`src/rtl/edo_seq.sv`:
```
module edo_seq #(
  parameter int AW        = 20,
  parameter int DW        = 4,
  parameter int T_RP      = 4,
  parameter int T_RCD     = 4,
  parameter int T_CAS     = 2,
  parameter int T_CP      = 1,
  parameter int T_RD      = 3,
  parameter int T_REF     = 7,
  parameter int T_RAS_MAX = 12500
) (
  input  logic          clk,
  input  logic          rst_n,
  input  logic          req_valid,
  output logic          req_ready,
  input  logic          req_write,
  input  logic          req_burst,
  input  logic [AW-1:0] req_addr,
  input  logic [DW-1:0] req_wdata,
  output logic          rd_valid,
  output logic [DW-1:0] rd_data,
  input  logic          ref_req,
  output logic          ref_ack,
  output logic [AW/2-1:0] mem_addr,
  output logic          ras_n,
  output logic          cas_n,
  output logic          we_n,
  output logic          oe_n,
  output logic          dq_oe,
  output logic [DW-1:0] dq_out,
  input  logic [DW-1:0] dq_in
);
  localparam int HW     = AW / 2;
  localparam int M1     = T_RP > T_RCD ? T_RP : T_RCD;
  localparam int M2     = M1 > T_CAS ? M1 : T_CAS;
  localparam int M3     = M2 > T_CP ? M2 : T_CP;
  localparam int M4     = M3 > T_REF ? M3 : T_REF;
  localparam int CW     = $clog2(M4 + 1);
  localparam int PW     = $clog2(T_RD + 1);
  localparam int RW     = $clog2(T_RAS_MAX + 1);
  localparam int T_BEAT = 1 + T_CAS + T_CP;

  typedef enum logic [3:0] {
    S_PRE, S_IDLE, S_ROW, S_RCD, S_CLO, S_CHI, S_COL, S_REFC, S_REFR
  } st_t;

  st_t           st;
  logic [CW-1:0] cnt;
  logic [PW-1:0] cap;
  logic [RW-1:0] ras_cnt;
  logic [HW-1:0] row_q, col_q;
  logic          wr_q, burst_q;
  logic          go;

  // stay in the row only for a hinted same-row request that fits the limit
  assign go = burst_q && (req_addr[AW-1:HW] == row_q) &&
              (int'(ras_cnt) + T_BEAT + 2 <= T_RAS_MAX);
  // refresh wins in idle
  assign req_ready = (st == S_IDLE && !ref_req) || (st == S_CHI && cnt == '0 && go);

  always_ff @(posedge clk or negedge rst_n) begin
    if (!rst_n) begin
      st <= S_PRE;  cnt <= CW'(T_RP - 1);  cap <= '0;  ras_cnt <= '0;
      ras_n <= 1'b1;  cas_n <= 1'b1;  we_n <= 1'b1;  oe_n <= 1'b1;
      dq_oe <= 1'b0;  dq_out <= '0;  mem_addr <= '0;
      row_q <= '0;  col_q <= '0;  wr_q <= 1'b0;  burst_q <= 1'b0;
      rd_valid <= 1'b0;  rd_data <= '0;  ref_ack <= 1'b0;
    end else begin
      rd_valid <= 1'b0;
      ref_ack  <= 1'b0;
      if (cnt != '0) cnt <= cnt - 1'b1;
      ras_cnt <= ras_n ? '0 : (ras_cnt == RW'(T_RAS_MAX) ? ras_cnt : ras_cnt + 1'b1);
      // capture T_RD cycles after the column strobe fall
      if (cap != '0) cap <= cap - 1'b1;
      if (cap == PW'(1)) begin
        rd_valid <= 1'b1;
        rd_data  <= dq_in;
      end
      case (st)
        S_PRE: if (cnt == '0) st <= S_IDLE;
        S_IDLE:
          if (ref_req) begin
            st <= S_REFC;  cas_n <= 1'b0;
          end else if (req_valid) begin
            st <= S_ROW;
            mem_addr <= req_addr[AW-1:HW];
            row_q <= req_addr[AW-1:HW];  col_q <= req_addr[HW-1:0];
            wr_q <= req_write;  burst_q <= req_burst;
            we_n <= !req_write;  oe_n <= req_write;
            dq_oe <= req_write;  dq_out <= req_wdata;
          end
        S_ROW: begin
          st <= S_RCD;  ras_n <= 1'b0;  cnt <= CW'(T_RCD - 1);
        end
        S_RCD: begin
          mem_addr <= col_q;
          if (cnt == '0) begin
            st <= S_CLO;  cas_n <= 1'b0;  cnt <= CW'(T_CAS - 1);
            if (!wr_q) cap <= PW'(T_RD);
          end
        end
        S_CLO:
          if (cnt == '0) begin
            st <= S_CHI;  cas_n <= 1'b1;  cnt <= CW'(T_CP - 1);
          end
        S_CHI:
          if (cnt == '0) begin
            if (go && req_valid) begin
              st <= S_COL;
              mem_addr <= req_addr[HW-1:0];
              col_q <= req_addr[HW-1:0];
              wr_q <= req_write;  burst_q <= req_burst;
              we_n <= !req_write;  oe_n <= req_write;
              dq_oe <= req_write;  dq_out <= req_wdata;
            end else begin
              st <= S_PRE;  ras_n <= 1'b1;  we_n <= 1'b1;  oe_n <= 1'b1;
              dq_oe <= 1'b0;  cnt <= CW'(T_RP - 1);
            end
          end
        S_COL: begin
          st <= S_CLO;  cas_n <= 1'b0;  cnt <= CW'(T_CAS - 1);
          if (!wr_q) cap <= PW'(T_RD);
        end
        S_REFC: begin
          st <= S_REFR;  ras_n <= 1'b0;  cnt <= CW'(T_REF - 1);
        end
        S_REFR:
          if (cnt == '0) begin
            st <= S_PRE;  ras_n <= 1'b1;  cas_n <= 1'b1;  ref_ack <= 1'b1;
            cnt <= CW'(T_RP - 1);
          end
        default: st <= S_PRE;
      endcase
    end
  end
endmodule

```
`config.mk`:
```
export PLATFORM = sky130hd
export DESIGN_NAME = edo_seq
export DESIGN_NICKNAME = d
export VERILOG_FILES = /design/src/rtl/edo_seq.sv
export SDC_FILE = /design/constraint.sdc
export NUM_CORES = 1
export LEC_CHECK = 0
export BUFFER_PORTS_ARGS = -buffer_cell sky130_fd_sc_hd__buf_2
export CORE_MARGIN = 5
export CORE_UTILIZATION = 57
export DETAILED_ROUTE_END_ITERATION = 6
export PLACE_DENSITY = 0.77
export SETUP_SLACK_MARGIN = 0.5
export SLEW_MARGIN = 0
export SYNTH_ARGS = -nofsm -noshare
export SYNTH_HDL_FRONTEND = slang
export SYNTH_SLANG_ARGS = --single-unit
export TNS_END_PERCENT = 100
```
`constraint.sdc`:
```
create_clock -name clk -period 3.32 [get_ports clk]
set_input_delay 0.498 -clock clk [delete_from_list [all_inputs] [get_ports clk]]
set_output_delay 0.498 -clock clk [all_outputs]
set_load 0.01 [all_outputs]
```
==> flow_metrics.tcl <==
set metrics [dict create \
    std_cell_rows 30 \
    clk-insertion-delay-late_ns 0.36 \
    layout_common_cells "59 x buf_2, 58 x dfrtp_1, 45 x nand2_1, 32 x nor2_1, 31 x mux2_2" \
    grt_use_total 0.224 \
    gp_congestion 0.865 \
    min_path_type "in -> async" \
    rsz0062_at_grt "yes" \
    die_h_um 93.6 \
    ys_seq_elements 70 \
    setup_tns_ns 0 \
    crit_type "reg -> out" \
    power.density_mw_per_mm2 846 \
    synth_cells 395 \
    start_util 0.586 \
    crit_path_start_kind "flop" \
    required_ns 2.82 \
    synth_fp_nets 438 \
    ys_async_sr_fraction 1.00 \
    whs_ns 0.218 \
    syn_area_mm2 0.00398 \
    synth.avg_cell_area_um2 10.1 \
    max-vdd-ir-drop_v 0.000455 \
    min_period_ns 2.90 \
    clk_path_buf_depth 2 \
    clkTransAtPathRegs_ns 0.08 \
    r2r-end "dq_out[2]" \
    finish.utilization 0.683 \
    tightest_slew_ns 0.860 \
    fin_crit_sh 0.873 \
    hpwl_um 6420 \
    cap_viol_max_count 0 \
    wl_per_cell_um 16.6 \
    overflow 0 \
    endpoint_kind "primary output" \
    reg2regPathDepth 11 \
    clockRootBuffer "clkbuf_8" \
    htreeDepth 3 \
    nets 496 \
    io_pins 60 \
    ys_types 59 \
    final-hold-violation-count 0 \
    synth_warnings 0 \
    status "complete, no violations" \
    grt_pass1_wl_um 15400 \
    critPathMaxFanout 4 \
    core-area_mm2 0.00679 \
    synth_ff_type "dfrtp_1" \
    grt_max_degree 37 \
    area_growth_pct 16.5 \
    rr_startpoint "ras_cnt[1]" \
    die-area_mm2 0.00876 \
    drt_first_pass_iters 4 \
    num_vias 3200 \
    antennaDiodeCount 0 \
    mostFrequentLayoutCell "buf_2" \
    nFillCells 522 \
    hold_buffers 0 \
    yosysSeqAreaShare 0.442 \
    wirelength_um 9180 \
    fmaxAchievable_ghz 0.345 \
    numPortBuffers 59 \
    drv_slew 0 \
    grt_pass1_vias 3130 \
    die_w_um 93.6 \
    synth_edf_count 0 \
    drive_above_1_share 0.335 \
    clock_skew_ns 0.00692 \
    relSlewSlack 0.427 \
    finalSetupViolations 0 \
    cts_inserted_buffers 9 \
    drc_errors 0 \
    p_leak_nw 2.03 \
    crit_arrival_ns 2.40 \
    antenna_found_initial 0 \
    detail-route-antenna-nets 0 \
    drt-initial-drc-count 101 \
    cts_tree "done" \
    cts_sinks 70 \
    via_per_inst 5.79 \
    r2r_slack_ns 0.66 \
]
==> metrics by stage <==
stage	area [um^2]	total power [W]	std cells	setup slack (ns)
5_1_grt	4640	0.00419	553	0.289
4_1_cts	4630	0.00393	553	0.391
3_3_place_gp	4340	0.00303	534	0.492
3_5_place_dp	4340	0.00311	534	0.378
2_1_floorplan	3980	0.00264	395	0.680
6_report	4640	0.00392	553	0.422
==> worst max path at each step <==
stage	startpoint	to	slack, ns	cells after the start
after floorplan	ras_cnt[2]	col_q[1]	0.68	11
after global routing	ras_cnt[2]	req_ready	0.29	10
after global placement	ras_cnt[1]	req_ready	0.49	10
final	ras_cnt[1]	req_ready	0.42	10
after CTS	ras_cnt[1]	req_ready	0.39	10
after detailed placement	ras_cnt[1]	req_ready	0.38	10
==> critical path, cell delays in order (launching register included) <==
cell and delay, ns:
dfrtp_2 0.43, inv_4 0.07, ha_4 0.15, and3b_2 0.25
a211oi_2 0.18, a31oi_1 0.08, a221oi_2 0.39, o21ai_4 0.08
o22a_1 0.19, nor2_1 0.09, buf_2 0.14
==> cells in the mapped netlist (5+ instances only) <==
master	number	area [um^2]
nor3_1	7	35.0
mux2_2	31	349
or3_1	5	31.3
dfrtp_1	64	1600
ha_1	9	113
inv_1	11	41.3
nor2_1	32	120
nor2b_1	6	37.5
a22oi_1	11	82.6
xor2_1	9	78.8
o22ai_1	5	31.3
xnor2_1	15	131
nand2b_1	6	37.5
nand2_1	45	169
dfstp_2	6	158
mux2_4	8	120
clkbuf_1	15	56.3
a21oi_1	15	75.1
nand3_1	10	50.1
o21ai_0	17	85.1
==> timing repair <==
item / 4_1_cts / 5_1_grt
setup endpoints to repair: 23 / 7
setup buffers: 4 / 0
cloned: 0 / 0
resized for setup: 13 / 3
pin swaps: 3 / 3
==> kinds of logic (layout without fill, tap and decap cells) <==
group | count (synthesis) | in the layout | synth area share
and+or+nand+nor | 137 | 137 | 0.173
AOI/OAI and AO/OA | 80 | 80 | 0.145
DFF | 70 | 70 | 0.442
muxes | 39 | 39 | 0.118
buffers and inverters | 36 | 98 | 0.0421
xor gates and xnor gates | 24 | 24 | 0.0528
adders and majority gates | 9 | 9 | 0.0283
==> flip-flops by register name, summed over array words and instances, names as in the netlist <==
name,cells
ras_cnt,14
col_q,10
we_n,1
ref_ack,1
cas_n,1
mem_addr,10
dq_oe,1
cnt,3
st,4
row_q,10
oe_n,1
burst_q,1
rd_data,4
dq_out,4
ras_n,1
wr_q,1
rd_valid,1
cap,2
==> where the power goes <==
part | switching, W | internal, W
clock | 0.000343 | 0.000442
sequential | 0.000331 | 0.00121
combinational | 0.000791 | 0.000804
total | 0.00146 | 0.00246
==> cell type report <==
class	count	area, um^2	share of cell area
clock buffer	10	138	0.0297
sequential	70	1770	0.381
clock inverter	5	82.6	0.0178
tap	96	120	0.0259
timing repair buffer	71	389	0.0839
inverter	12	47.5	0.0102
multi-input combinational	289	2100	0.452
==> per-layer routing <==
layer | vias up | track usage | share of wire
met5 | - | 0 | 0
met3 | 16 | 0.0644 | 0.055
met4 | 0 | 0.0674 | 0.017
li1 | 1531 | - | -
met1 | 1551 | 0.290 | 0.43
met2 | 102 | 0.363 | 0.50
No activity file was read; power rests on OpenSTA's default activity.
